File: src/rtl/bcd_chain_pkg.sv
// Package for the BCD count chain: the entry-point select encoding and its
// mapping to a digit position. Assumes digit positions fit in an int.
package bcd_chain_pkg;

    localparam int BCD_W       = 4;
    localparam int CNT_TAP_POS = 3;

    typedef enum logic [1:0] {
        TAP_U0 = 2'd0,
        TAP_U1 = 2'd1,
        TAP_U3 = 2'd2,
        TAP_U4 = 2'd3
    } tap_e;

    // Map a tap code to the digit index that receives the pulse.
    function automatic int tap_position(input tap_e t);
        case (t)
            TAP_U0:  return 0;
            TAP_U1:  return 1;
            TAP_U3:  return 3;
            default: return 4;
        endcase
    endfunction

endpackage

File: src/rtl/bcd_entry_sel.sv
// Entry-point decoder: turns the pulse, tap select and mode into a per-digit
// injection vector and a mask of digits that lie below the entry point.
// Assumes NUM_DIGITS > 4 so every tap position exists.
module bcd_entry_sel
    import bcd_chain_pkg::*;
#(
    parameter int NUM_DIGITS = 8
) (
    input  logic                  pulse,
    input  logic [1:0]            tap_sel,
    input  logic                  cnt_mode,
    output logic [NUM_DIGITS-1:0] inject,
    output logic [NUM_DIGITS-1:0] below
);

    int tap_pos;

    // Pick the entry digit and build the inject and below-entry vectors.
    always_comb begin
        tap_pos = cnt_mode ? CNT_TAP_POS : tap_position(tap_e'(tap_sel));
        for (int i = 0; i < NUM_DIGITS; i++) begin
            inject[i] = pulse && (tap_pos == i);
            below[i]  = (i < tap_pos);
        end
    end

endmodule

File: src/rtl/bcd_digit_cell.sv
// One BCD digit of the chain. It advances on step unless cleared or held at
// zero, and raises a combinational carry when it wraps from 9 to 0.
// Assumes a single clock; clear and hold take priority over step.
module bcd_digit_cell
    import bcd_chain_pkg::*;
(
    input  logic             clk,
    input  logic             rst_n,
    input  logic             clr,
    input  logic             hold_zero,
    input  logic             step,
    output logic [BCD_W-1:0] val,
    output logic             carry
);

    logic advance;

    // Qualify the step and form the wrap carry.
    always_comb begin
        advance = step && !clr && !hold_zero;
        carry   = advance && (val == 4'd9);
    end

    // Digit register with clear, hold and decimal wrap.
    always_ff @(posedge clk) begin
        if (!rst_n || clr || hold_zero) begin
            val <= '0;
        end else if (advance) begin
            val <= (val == 4'd9) ? '0 : val + 4'd1;
        end
    end


    digit_range_chk: assert property (@(posedge clk) disable iff (!rst_n)
        val <= 4'd9);


    digit_wrap_chk: assert property (@(posedge clk) disable iff (!rst_n)
        (step && !clr && !hold_zero && val == 4'd9) |=> (val == 4'd0));


    digit_inc_chk: assert property (@(posedge clk) disable iff (!rst_n)
        (step && !clr && !hold_zero && val < 4'd9) |=> (val == $past(val) + 4'd1));

endmodule

File: src/rtl/bcd_disp_hold.sv
// Display hold registers: copy the upper digits and the sticky overflow at
// each edge with le high and hold otherwise. Assumes le is synchronous.
module bcd_disp_hold #(
    parameter int DISP_W = 20
) (
    input  logic              clk,
    input  logic              rst_n,
    input  logic              le,
    input  logic [DISP_W-1:0] digits_in,
    input  logic              ovf_in,
    output logic [DISP_W-1:0] digits_out,
    output logic              ovf_out
);

    // Capture the digits and the overflow while le is high.
    always_ff @(posedge clk) begin
        if (!rst_n) begin
            digits_out <= '0;
            ovf_out    <= 1'b0;
        end else if (le) begin
            digits_out <= digits_in;
            ovf_out    <= ovf_in;
        end
    end


    disp_hold_chk: assert property (@(posedge clk) disable iff (!rst_n)
        !le |=> $stable(digits_out));


    disp_ovf_chk: assert property (@(posedge clk) disable iff (!rst_n)
        le |=> (ovf_out == $past(ovf_in)));


    disp_ovf_hold_chk: assert property (@(posedge clk) disable iff (!rst_n)
        !le |=> $stable(ovf_out));

endmodule

File: src/rtl/bcd_count_chain.sv
// Top of the multi-entry BCD count chain: entry decoder, digit cascade with
// a same-cycle carry chain, sticky overflow, and display hold registers.
// Assumes NUM_DIGITS > 4 and DISP_DIGITS <= NUM_DIGITS.
module bcd_count_chain
    import bcd_chain_pkg::*;
#(
    parameter int NUM_DIGITS  = 8,
    parameter int DISP_DIGITS = 5
) (
    input  logic                         clk,
    input  logic                         rst_n,
    input  logic                         cnt_pulse,
    input  logic [1:0]                   tap_sel,
    input  logic                         cnt_mode,
    input  logic                         ctr_clr,
    input  logic                         disp_le,
    output logic [DISP_DIGITS*BCD_W-1:0] disp_digits,
    output logic                         disp_ovf
);

    localparam int CHAIN_W    = NUM_DIGITS * BCD_W;
    localparam int DISP_W     = DISP_DIGITS * BCD_W;
    localparam int FIRST_DISP = NUM_DIGITS - DISP_DIGITS;

    logic [NUM_DIGITS-1:0] inject;
    logic [NUM_DIGITS-1:0] below;
    logic [NUM_DIGITS-1:0] step;
    logic [NUM_DIGITS-1:0] carry;
    logic [CHAIN_W-1:0]    chain;
    logic                  ovf_sticky;

    bcd_entry_sel #(
        .NUM_DIGITS (NUM_DIGITS)
    ) u_entry (
        .pulse    (cnt_pulse),
        .tap_sel  (tap_sel),
        .cnt_mode (cnt_mode),
        .inject   (inject),
        .below    (below)
    );

    for (genvar g = 0; g < NUM_DIGITS; g++) begin : g_digit
        if (g == 0) begin : g_first
            // Lowest digit is fed only by injection.
            always_comb step[g] = inject[g];
        end else begin : g_upper
            // Upper digits take injection OR carry from below.
            always_comb step[g] = inject[g] | carry[g-1];
        end

        bcd_digit_cell u_cell (
            .clk       (clk),
            .rst_n     (rst_n),
            .clr       (ctr_clr),
            .hold_zero (below[g]),
            .step      (step[g]),
            .val       (chain[g*BCD_W +: BCD_W]),
            .carry     (carry[g])
        );
    end

    // Sticky overflow set by a carry out of the top digit.
    always_ff @(posedge clk) begin
        if (!rst_n || ctr_clr) begin
            ovf_sticky <= 1'b0;
        end else if (carry[NUM_DIGITS-1]) begin
            ovf_sticky <= 1'b1;
        end
    end

    bcd_disp_hold #(
        .DISP_W (DISP_W)
    ) u_disp (
        .clk        (clk),
        .rst_n      (rst_n),
        .le         (disp_le),
        .digits_in  (chain[FIRST_DISP*BCD_W +: DISP_W]),
        .ovf_in     (ovf_sticky),
        .digits_out (disp_digits),
        .ovf_out    (disp_ovf)
    );


    one_entry_chk: assert property (@(posedge clk) disable iff (!rst_n)
        $onehot0(inject));


    tap_u3_chk: assert property (@(posedge clk) disable iff (!rst_n)
        (cnt_pulse && !cnt_mode && tap_sel == 2'd2) |-> inject[3]);


    cnt_mode_tap_chk: assert property (@(posedge clk) disable iff (!rst_n)
        (cnt_pulse && cnt_mode) |-> inject[3]);


    below_zero_chk: assert property (@(posedge clk) disable iff (!rst_n)
        below[0] |=> (chain[BCD_W-1:0] == '0));


    ovf_set_chk: assert property (@(posedge clk) disable iff (!rst_n)
        (carry[NUM_DIGITS-1] && !ctr_clr) |=> ovf_sticky);


    ovf_keep_chk: assert property (@(posedge clk) disable iff (!rst_n)
        (ovf_sticky && !ctr_clr) |=> ovf_sticky);


    clr_chk: assert property (@(posedge clk) disable iff (!rst_n)
        ctr_clr |=> (chain == '0 && !ovf_sticky));


    clr_disp_keep_chk: assert property (@(posedge clk) disable iff (!rst_n)
        (ctr_clr && !disp_le) |=> ($stable(disp_digits) && $stable(disp_ovf)));

endmodule

File: config.mk
export PLATFORM = sky130hd
export DESIGN_NAME = bcd_count_chain
export DESIGN_NICKNAME = d
export VERILOG_FILES = /design/src/rtl/bcd_chain_pkg.sv /design/src/rtl/bcd_entry_sel.sv /design/src/rtl/bcd_digit_cell.sv /design/src/rtl/bcd_disp_hold.sv /design/src/rtl/bcd_count_chain.sv
export SDC_FILE = /design/constraint.sdc
export NUM_CORES = 1
export LEC_CHECK = 0
export ABC_AREA = 0
export BUFFER_PORTS_ARGS = -buffer_cell sky130_fd_sc_hd__buf_2
export CAP_MARGIN = 40
export CORE_MARGIN = 1
export CORE_UTILIZATION = 40
export DETAILED_ROUTE_END_ITERATION = 6
export PLACE_DENSITY_LB_ADDON = 0.05
export SETUP_SLACK_MARGIN = 0.02
export SKIP_LAST_GASP = 1
export SYNTH_ARGS = -nofsm -noshare
export SYNTH_HDL_FRONTEND = slang
export SYNTH_SLANG_ARGS = --single-unit
File: constraint.sdc
create_clock -name clk -period 5.9 [get_ports clk]
set_clock_uncertainty 0.1 [all_clocks]
set_input_delay 1.18 -clock clk [delete_from_list [all_inputs] [get_ports clk]]
set_output_delay 1.18 -clock clk [all_outputs]
set_load 0.02 [all_outputs]
# ---- After elaboration in Yosys (flattened, before gate mapping)
# Index checks and enable logic that the tools add are counted.
dict set report classes {
  bitwise_logic 7
  eq_ne 17
  div 0
  shifts 0
  order_cmp 8
  reduce_logical 53
  mul 0
  mux 10
  addsub 8
}
# cell count
set op_table {}
lappend op_table {{$eq 32x4->1 const B} 4}
lappend op_table {{$lt 4x32->1 const A} 4}
lappend op_table {{$eq 32x3->1 const B} 2}
lappend op_table {{$lt 3x32->1 const A} 2}
lappend op_table {{$add 4x1->4 const B} 8}
lappend op_table {{$eq 32x2->1 const B} 1}
lappend op_table {{$eq 4x4->1 const B} 8}
lappend op_table {{$logic_and 1x1->1} 32}
lappend op_table {{$logic_not 32->1} 1}
lappend op_table {{$lt 1x32->1 const A} 1}
lappend op_table {{$lt 2x32->1 const A} 1}
lappend op_table {{$mux 4} 8}
lappend op_table {{$logic_not 1->1} 10}
lappend op_table {{$logic_or 1x1->1} 9}
lappend op_table {{$pmux 3 s3} 1}
lappend op_table {{$or 1x1->1} 7}
lappend op_table {{$mux 3} 1}
lappend op_table {{$eq 2x1->1 const B} 1}
lappend op_table {{$eq 2x2->1 const B} 1}
lappend op_table {{$logic_not 2->1} 1}
dict set report totals {
  ff_bits 54
  latchBits 0
  mem_count 0
  input_bits 8
  ramBits 0
  rom_bits 0
  word_cells 114
}

# ---- Longest topological paths before layout
# Gate-level depths: netlist (run 1).
dict set report logic_depth {
  ltp_word 36
  ltp_mapped 12
  mapped_depth_nobuf 10
}

# ---- Modules after synthesis
# Synthesis (run 1) repeated with hierarchy kept, for this count alone.
dict set report hier_totals {
  hier_cells 289
  hier_area_um2 2765.2
}
# mod seq_area_each_um2 instances cells_each area_each_um2
set by_module_without_submodules {}
lappend by_module_without_submodules {bcd_digit_cell 80.1 8 23 212.7}
lappend by_module_without_submodules {bcd_disp_hold 420.4 1 68 820.8}
lappend by_module_without_submodules {bcd_entry_sel 0.0 1 27 162.7}
lappend by_module_without_submodules {bcd_count_chain 20.0 1 10 80.1}

# ---- Least setup slack after synthesis (run 1)
# No wires, ideal clock.
dict set report synth_path {
  path_type {in2reg}
  startpoint {in tap_sel[0]}
  endpoint {reg g_digit[6].u_cell.val[3]}
  t_arrival_ns 3.331
  path_stages 11
  slack_ns 2.394
  path_buffers 1
  cell_sequence {inv_1 ha_1 buf_6 inv_1 o21ai_1 nand4_1 a311o_2 o22ai_4 a31oi_1 or4_1 a31oi_1}
}
dict set report synth_via {
  elab_chain_cells 31
  word_cells_on_any_way 60
  classes_between {order compare: 7; eq/ne: 8; mux: 2; bitwise: 6; reduce/logical: 37}
}
# item line_no
set synth_rtl {}
lappend synth_rtl {{start: declaration} bcd_count_chain.sv:13} ;# input logic [1:0] tap_sel,
lappend synth_rtl {{$eq 2x2->1, or another cell as far along} bcd_chain_pkg.sv:17} ;# case (t)
lappend synth_rtl {{$pmux 3 s3 *} bcd_chain_pkg.sv:17}
lappend synth_rtl {{$mux 3 *} bcd_entry_sel.sv:20} ;# tap_pos = cnt_mode ? CNT_TAP_POS : tap_position(tap_e'(tap_sel));
lappend synth_rtl {{branches (longest 28 deep; another with $lt 1x32->1)} n/a}
lappend synth_rtl {{end signal: assignment} bcd_digit_cell.sv:29} ;# val <= (val == 4'd9) ? '0 : val + 4'd1;
lappend synth_rtl {{end: declaration} bcd_digit_cell.sv:12} ;# output logic [BCD_W-1:0] val,
# Mark *: on every way between the ends.
# A chain may end at the register's enable or synchronous reset.

# ---- Worst setup path in the final report (run 1)
# Ends and elaborated chain as after synthesis.

==> results of run 1 <==
routing by layer:
metal	vias to the layer above	track usage, %	part of all wire [%]
met5	-	0	0
met4	0	4.70	0.88
met3	4	3.17	2.9
met2	25	24.4	44
met1	922	20.7	52
li1	1104	-	-
stage by stage:
step	power, W	instances	utilization, %	area (um2)
6_report	0.000607	409	46.0	2950
5_1_grt	0.000631	409	46.0	2950
4_1_cts	0.000615	409	46.0	2950
3_5_place_dp	0.000411	401	44.7	2870
3_3_place_gp	0.000411	401	44.7	2870
2_1_floorplan	0.000404	305	-	2690
final cells by class:
cell class              instances  area share [%]
multi-input cells             227            50.6
repair buffers                 28            4.74
clock inverters                 2           0.466
clock buffers                   6            2.46
flip-flops and latches         54            36.6
inverters                      15            1.91
well taps                      77            3.26
final timing paths:
check,to,startpoint,depth (start not counted),slack [ps]
max,g_digit[6].u_cell.val[3],tap_sel[0],11,2300
min,ovf_sticky,ovf_sticky,1,400
max reg2reg,g_digit[6].u_cell.val[3],g_digit[0].u_cell.val[3],8,3260
min reg2reg,ovf_sticky,ovf_sticky,1,400
registers in the layout, indices dropped and copies added (netlist names):
| name | cells |
|---|---|
| g_digit.u_cell.val | 32 |
| u_disp.ovf_out | 1 |
| ovf_sticky | 1 |
| u_disp.digits_out | 20 |
cell usage in the layout, fill, tap and decap left out, types with 3 or more instances in the layout:
cell	n
a31oi_1	5
a21oi_1	16
nor3_1	4
nand2b_1	3
dfxtp_1	54
nor2b_1	29
nand3_1	8
xnor2_1	7
xor2_1	6
and4_1	3
nor2_1	30
mux2i_1	26
inv_1	15
or3_1	3
o21ai_0	19
buf_2	28
nor3b_1	6
clkbuf_8	5
and2b_2	5
nand2_1	23
cell families (layout without fill, tap and decap cells):
logic type,Yosys count,count (layout),synth area share [%]
AOI/OAI and AO/OA,54,54,12.6
xor gates and xnor gates,13,13,4.23
adders and majority gates,2,2,0.930
buffers and inverters,24,51,4.28
DFF,54,54,40.2
muxes,26,26,9.67
and+or+nand+nor,132,132,28.1
where the power goes:
part | internal [W] | leakage (nW) | switching (W)
sequential | 0.000365 | 0.435 | 0.000000748
combinational | 0.0000131 | 0.642 | 0.0000233
clock | 0.0000841 | 0.0452 | 0.000121
total | 0.000462 | 1.12 | 0.000145
==> run_results.csv, run 1 <==
group,metric,value,unit
synth,async_flop_share,0,%
synth,ys_types,48,
worst_setup_path,worstSetupEndpointType,"flip-flop",
final_layout,layout-drive-gt1-share,15.4,%
final_layout,syn_to_final_growth,9.81,%
timing,setup_tns,0,ps
clock_tree,clockBufferDepth,2,
synth,ys_seq_area_share,40.2,%
clock_tree,postCtsResizedCells,0,
worst_setup_path,path_class,"input port to flip-flop",
clock_tree,cts_hold_buf,0,
timing,setup_viol,0,
die,fp.coreArea,6420,um2
clock_tree,insertion_delay,300,ps
place,gp_congestion,0.769,
detailed_routing,vias_per_cell,5.02,
detailed_routing,routed_wl,5120,um
worst_setup_path,path_delay_family,"simple AND/OR/NAND/NOR gates",
die,ioPinCount,29,
timing,slew_headroom,58.0,%
synth,synth_most_common_cell,"dfxtp_1",
power,power.leakage,1.12,nW
worst_setup_path,start_kind,"input port",
synth,synthesis.nets,315,
worst_setup_path,crit_slowest_cell,"ha_1",
die,die_area,7060,um2
grt,grt_max_degree,24,
power,ir_worst_vdd,0.000117,V
timing,timing.final.hold_violations,0,
grt,grt_usage,15.3,%
die,die_y,84.0,um
worst_setup_path,critPathBufInv,2,
clock_tree,cts.clk_slew.worst_paths,100,ps
detailed_routing,wl_per_cell,12.5,um
timing,hold_slack,398,ps
detailed_routing,drc_errors,2,
timing,fin_crit_sh,61.0,%
clock_tree,cts.sinks,54,
synth,yosys_warnings,0,
synth,postSynthAreaPerCell,8.82,um2
final_layout,diodes,0,
place,numPortBuffers,28,
final_layout,multi_input_area,1490,um2
timing,rsz0062_at_grt,"no",
clock_tree,cts_root_buf,"clkbuf_8",
synth,synthTopCellsByCount,"dfxtp_1, nor2_1, nor2b_1",
place,dp_hpwl,3820,um
outcome,run_status,"finished, violations left",
timing,worst_pin_slew,631,ps
worst_setup_path,cp_data_required_time,6040,ps
synth,yosysTopAreaCell,"dfxtp_1",
synth,synth_top_area_share,40.2,%
grt,grt_pass1_vias,1862,
timing,clock.fmax,278,MHz
die,core.rowCount,29,
clock_tree,cts_max_level,2,
timing,drv_slew,0,
flow_run,drv_cap,0,
detailed_routing,dr.pass1.iters,6,
grt,antenna_found_initial,0,
timing,finalCriticalPeriod,3600,ps
timing,setup_slack,2300,ps
synth,syn_area,2690,um2
final_layout,nFillCells,661,
clock_tree,cts_tree,"yes",
worst_hold_path,min_path_type,"flip-flop to flip-flop",
final_layout,ff_latch_area,1080,um2
worst_setup_path,arrival,3740,ps
power,cellPowerDensity,206,nW/um2
grt,overflow,0,
synth,synthTopCellsByArea,"dfxtp_1, mux2i_1, nor2b_1",
worst_setup_path,max_stage_delay,420,ps
place,post-place-ws,1980,ps
die,die_w,84.0,um
synth,synth_ff_type,"dfxtp_1",
synth,synth.ff_latch_count,54,
detailed_routing,vias,2055,
synth,netlist_instances,305,
worst_setup_path,cpMostUsedCell,"a31oi_1",
worst_setup_path,cp_max_fo,10,
worst_setup_path,path_cells,"buf_2 > inv_1 > ha_1 > nand2b_1 > nand4_4 > nor4_4 > o21ai_2 > o22ai_4 > a31oi_1 > or4_1 > a31oi_1",
detailed_routing,ant_nets,0,
synth,synth_enable_flop_cells,0,
outcome,violations,"design-rule violations",
final_layout,nets,341,
die,start_util,41.9,%
clock_tree,post-cts-setup-buffers,0,
detailed_routing,drt_first_iter_violations,94,
grt,grt_pass1_wl,8780,um
clock_tree,cts_buffers,5,
Note: power is estimated with default switching activity, not from simulation.
==> inputs of run 2 (changes only) <==
Clock period 5.9 ns to 3.3 ns, I/O delays scaled along.
==> run_results.csv, run 2 (synthesis gave the netlist of run 1 again) <==
group,metric,value,unit
final_layout,nets,346,
worst_setup_path,crit_slowest_cell,"or4_1",
power,power.internal,0.000909,W
grt,grt_usage,16.3,%
detailed_routing,routed-wl-met2,2340,um
final_layout,diodes,0,
clock_tree,postCtsResizedCells,0,
power,p_comb_share,5.7,%
timing,setup_tns,0,ps
clock_tree,insertion_delay,320,ps
power,ir_worst_vdd,0.000181,V
timing,worst_pin_slew,633,ps
worst_setup_path,path_delay_family,"compound AO/OA/AOI/OAI gates",
worst_setup_path,critPathBufInv,3,
detailed_routing,met3_length,125,um
place,numPortBuffers,28,
timing,setup_slack,434,ps
timing,slew_headroom,57.8,%
clock_tree,post-cts-setup-buffers,0,
grt,antenna_found_initial,0,
power,power.leakage,1.16,nW
place,dp_hpwl,3920,um
final_layout,fin_util,47.0,%
clock_tree,cts_root_buf,"clkbuf_8",
final_layout,nFillCells,647,
clock_tree,cts_hold_buf,0,
power,p_sw,0.000277,W
worst_setup_path,cp_max_fo,9,
flow_run,drv_cap,0,
final_layout,layout-drive-gt1-share,16.9,%
final_layout,largest_reg_flops,32,
final_layout,layout_common_cells,"dfxtp_1, nor2_1, nor2b_1",
clock_tree,cts_tree,"yes",
detailed_routing,routed_wl,5280,um
detailed_routing,top_layer,"met4",
grt,overflow,0,
timing,clock.fmax,349,MHz
detailed_routing,wl_met1,2730,um
die,die_w,84.0,um
die,fp.coreArea,6420,um2
final_layout,reg_top3,"g_digit.u_cell.val (32), u_disp.digits_out (20)",
worst_setup_path,arrival,3020,ps
final_layout,syn_to_final_growth,12.3,%
detailed_routing,vias,2100,
grt,grt_pass1_wl,9270,um
die,core.rowCount,29,
final_layout,design_area,3020,um2
timing,timing.final.hold_violations,0,
timing,hold_slack,396,ps
die,die_y,84.0,um
clock_tree,cts_max_level,2,
worst_setup_path,max_stage_delay,470,ps
worst_setup_path,path_class,"input port to flip-flop",
outcome,violations,"design-rule violations",
timing,setup_viol,0,
final_layout,final_common_cell,"dfxtp_1",
detailed_routing,dr.pass1.iters,6,
clock_tree,clockBufferDepth,2,
outcome,run_status,"finished, violations left",
detailed_routing,vias_per_cell,5.07,
detailed_routing,ant_nets,0,
worst_hold_path,min_path_type,"flip-flop to flip-flop",
detailed_routing,wl_per_cell,12.8,um
detailed_routing,drc_errors,3,
worst_setup_path,cp_data_required_time,3450,ps
grt,grt_pass1_vias,1973,
timing,fin_crit_sh,86.8,%
clock_tree,cts_buffers,5,
die,ioPinCount,29,
detailed_routing,drt_first_iter_violations,107,
place,post-place-ws,104,ps
timing,drv_slew,0,
die,die_area,7060,um2
clock_tree,cts.sinks,54,
power,swShare,23.3,%
power,p_clk_share,39.1,%
place,gp_congestion,0.795,
worst_setup_path,worstSetupEndpointType,"flip-flop",
final_layout,regMostFlops,"g_digit.u_cell.val",
die,start_util,41.9,%
worst_setup_path,path_cells,"buf_2 > inv_1 > ha_1 > inv_1 > o21ai_1 > nand4_1 > a311o_2 > o22ai_4 > a31oi_1 > or4_1 > a31oi_1",
power,cellPowerDensity,392,nW/um2
power,pwr-share-seq,55.2,%
clock_tree,cts.clk_slew.worst_paths,110,ps
worst_setup_path,start_kind,"input port",
place,place_area,2910,um2
timing,rsz0062_at_grt,"no",
timing,finalCriticalPeriod,2870,ps
grt,grt_max_degree,23,
## run 2: cell types whose count changed in the layout (fill, tap and decap cells not counted), sizes merged
cell,delta
buf,+5
bufinv,+1
clkbuf,-1
clkinv,-1
inv,+1
## run 2: per-stage QoR
step	power [W]	cells
final	0.00119	414
after CTS	0.00120	414
after global routing	0.00123	414
after global placement	0.000738	406
after detailed placement	0.000738	406
after floorplan	0.000722	305
## run 2: worst paths after layout
check	endpoint	cells past startpoint	startpoint	slack (ps)
setup reg to reg	g_digit[7].u_cell.val[3]	8	g_digit[0].u_cell.val[3]	850
hold / removal	ovf_sticky	1	ovf_sticky	400
setup / recovery	g_digit[7].u_cell.val[3]	11	tap_sel[0]	430
hold reg to reg	ovf_sticky	1	ovf_sticky	400
## run 2: layout make-up
type | count | area (um2) | share of cell area [%]
Timing Repair Buffer | 33 | 178 | 5.88
Clock buffer | 5 | 68.8 | 2.28
Inverter | 15 | 56.3 | 1.86
Multi-Input combinational cell | 227 | 1490 | 49.4
Tap cell | 77 | 96.3 | 3.19
Sequential cell | 54 | 1080 | 35.8
Clock inverter | 3 | 47.5 | 1.57
## run 2: power groups by stage
stage	Clock, W	Combinational [W]	Sequential (W)
finish	0.000463	0.0000681	0.000654
floorplan	0	0.0000528	0.000669
detailed placement	0	0.0000690	0.000669
global route	0.000504	0.0000756	0.000655
global placement	0	0.0000687	0.000669
CTS	0.000480	0.0000692	0.000654
## run 2: worst reg2reg max path, cell delays in order, from the launching register on
cell,delay [ps]
dfxtp_1,370
or3b_4,400
a2bb2oi_2,170
nor4_4,300
o21ai_2,140
o22ai_4,180
a31oi_1,100
or4_1,470
a31oi_1,170
## run 2: per-layer routing
| layer | up-vias | global-route usage, % |
|---|---|---|
| li1 | 1110 | - |
| met1 | 954 | 21.4 |
| met2 | 29 | 26.5 |
| met3 | 7 | 2.57 |
| met4 | 0 | 6.58 |
| met5 | - | 0 |
==> inputs of run 3 (changes only) <==
Settings changed: ABC_AREA 0 to 1, HOLD_SLACK_MARGIN set to 0.12, REMOVE_ABC_BUFFERS set to 1.
==> run_results.csv, run 3 <==
group,metric,value,unit
outcome,run_status,"finished, final reports clean",
worst_setup_path,cp_data_required_time,3390,ps
detailed_routing,drc_errors,0,
synth,synth.ff_latch_count,54,
clock_tree,cts_hold_buf,0,
detailed_routing,vias,2214,
die,core.rowCount,28,
synth,synth_ff_type,"dfxtp_1",
die,fp.coreArea,5990,um2
worst_setup_path,startpoint,"tap_sel[0]",
clock_tree,postCtsResizedCells,0,
place,gp_congestion,0.844,
final_layout,regMostFlops,"g_digit.u_cell.val",
power,cellPowerDensity,430,nW/um2
die,die_area,6640,um2
worst_setup_path,reg2reg_depth,15,
worst_hold_path,holdCritStartpoint,"g_digit[0].u_cell.val[2]",
final_layout,diodes,0,
worst_hold_path,min_path_type,"flip-flop to flip-flop",
synth,synth_top_area_share,42.8,%
worst_hold_path,hold_depth,2,
power,pwr-share-seq,54.5,%
grt,grt_pass1_wl,8730,um
clock_tree,cts_max_level,2,
grt,grt_usage,16.9,%
final_layout,layout-drive-gt1-share,18.1,%
clock_tree,clockBufferDepth,2,
timing,slew_headroom,56.0,%
worst_setup_path,worstSetupEndpointType,"flip-flop",
synth,synthTopCellsByCount,"dfxtp_1, inv_1, nand2_1",
detailed_routing,ant_nets,0,
clock_tree,insertion_delay,310,ps
timing,rsz0062_at_grt,"no",
place,place_area,2750,um2
final_layout,reg_top3,"g_digit.u_cell.val (32), u_disp.digits_out (20)",
clock_tree,cts_root_buf,"clkbuf_8",
detailed_routing,routed_wl,5050,um
power,swShare,24.9,%
timing,worst_pin_slew,654,ps
clock_tree,cts_buffers,5,
final_layout,nets,384,
final_layout,design_area,2860,um2
detailed_routing,vias_per_cell,4.92,
synth,async_flop_share,0,%
synth,syn_area,2530,um2
final_layout,final_common_cell,"dfxtp_1",
worst_setup_path,arrival,2730,ps
clock_tree,cts.clk_slew.worst_paths,100,ps
synth,yosysTopAreaCell,"dfxtp_1",
timing,setup_viol,0,
clock_tree,cts.sinks,54,
place,numPortBuffers,28,
die,ioPinCount,29,
final_layout,largest_reg_flops,32,
power,power.internal,0.000923,W
power,ir_worst_vdd,0.000230,V
detailed_routing,dr.pass1.iters,4,
timing,setup_tns,0,ps
grt,grt_max_degree,43,
synth,postSynthAreaPerCell,7.35,um2
synth,ys_types,34,
power,p_clk_share,37.1,%
timing,timing.final.hold_violations,0,
worst_setup_path,worstReg2RegStart,"g_digit[0].u_cell.val[2]",
timing,fin_crit_sh,80.2,%
synth,ys_seq_area_share,42.8,%
grt,antenna_found_initial,0,
worst_setup_path,start_kind,"input port",
detailed_routing,drt_first_iter_violations,117,
timing,clock.fmax,378,MHz
synth,synth_enable_flop_cells,0,
final_layout,layout_common_cells,"dfxtp_1, inv_1, nand2_1",
synth,synth_most_common_cell,"dfxtp_1",
grt,grt_pass1_vias,1992,
power,p_comb_share,8.4,%
clock_tree,cts_tree,"yes",
detailed_routing,wl_per_cell,11.2,um
die,die_y,81.5,um
worst_setup_path,path_class,"input port to flip-flop",
worst_setup_path,cp_max_fo,4,
clock_tree,post-cts-setup-buffers,0,
synth,synthTopCellsByArea,"dfxtp_1, a21oi_1, inv_1",
final_layout,fin_util,47.7,%
grt,overflow,0,
power,power.leakage,1.11,nW
die,die_w,81.5,um
synth,netlist_instances,344,
die,start_util,42.2,%
flow_run,drv_cap,0,
synth,yosys_warnings,0,
timing,finalCriticalPeriod,2650,ps
timing,drv_slew,0,
power,p_sw,0.000306,W
place,dp_hpwl,3730,um
final_layout,syn_to_final_growth,13.1,%
## run 3: through the flow
step	setup WS (ps)	hold WS, ps	total power, W	cells
CTS	653	373	0.00125	450
detailed placement	313	360	0.000790	442
global route	309	407	0.00128	450
global placement	362	361	0.000789	442
finish	654	370	0.00123	450
floorplan	648	342	0.000748	338
## run 3: final cells by class
cell class / instances / area [um2]
multi-input cells: 227 / 1200
flip-flops and latches: 54 / 1080
clock buffers: 5 / 68.8
fillers: 610 / 3130
inverters: 57 / 219
repair buffers: 29 / 148
well taps: 75 / 93.8
clock inverters: 3 / 43.8
## run 3: cells by family after synthesis
logic type,synth area share (%)
compound gates,17.2
xor+xnor,1.04
fa+ha+maj,0.990
buf+inv,9.55
flops,42.8
simple gates,28.4
## run 3: critical path, cell delays in order
cell,delay (ps)
buf_2,90
inv_1,40
ha_1,300
nand3_2,90
nor2_2,120
nand3_1,120
nand2_2,100
nand3_2,70
nand2_2,100
nand3_2,80
nand2_2,100
nand3_2,70
a21oi_1,230
nand2_1,160
nor3_2,180
xor2_1,170
nor3b_1,60
## run 3: metal layers
| layer | part of all wire, % | up-vias | global-route usage [%] |
|---|---|---|---|
| li1 | - | 1186 | - |
| met1 | 52 | 993 | 22.7 |
| met2 | 45 | 29 | 27.3 |
| met3 | 2.6 | 6 | 3.33 |
| met4 | 1.1 | 0 | 4.82 |
| met5 | 0 | - | 0 |
## run 3: final timing paths
path / to / slack (ps)
worst max-delay path: g_digit[4].u_cell.val[3] / 650
worst max register to register: g_digit[4].u_cell.val[3] / 1100
worst min-delay path: g_digit[0].u_cell.val[2] / 370
worst min register to register: g_digit[0].u_cell.val[2] / 370
## run 3: power by group through the flow
stage	clock, W	sequential (W)	combinational (W)
2_1_floorplan	0	0.000701	0.0000470
3_3_place_gp	0	0.000685	0.000104
3_5_place_dp	0	0.000686	0.000104
4_1_cts	0.000475	0.000671	0.000105
5_1_grt	0.000492	0.000673	0.000117
6_report	0.000456	0.000670	0.000104
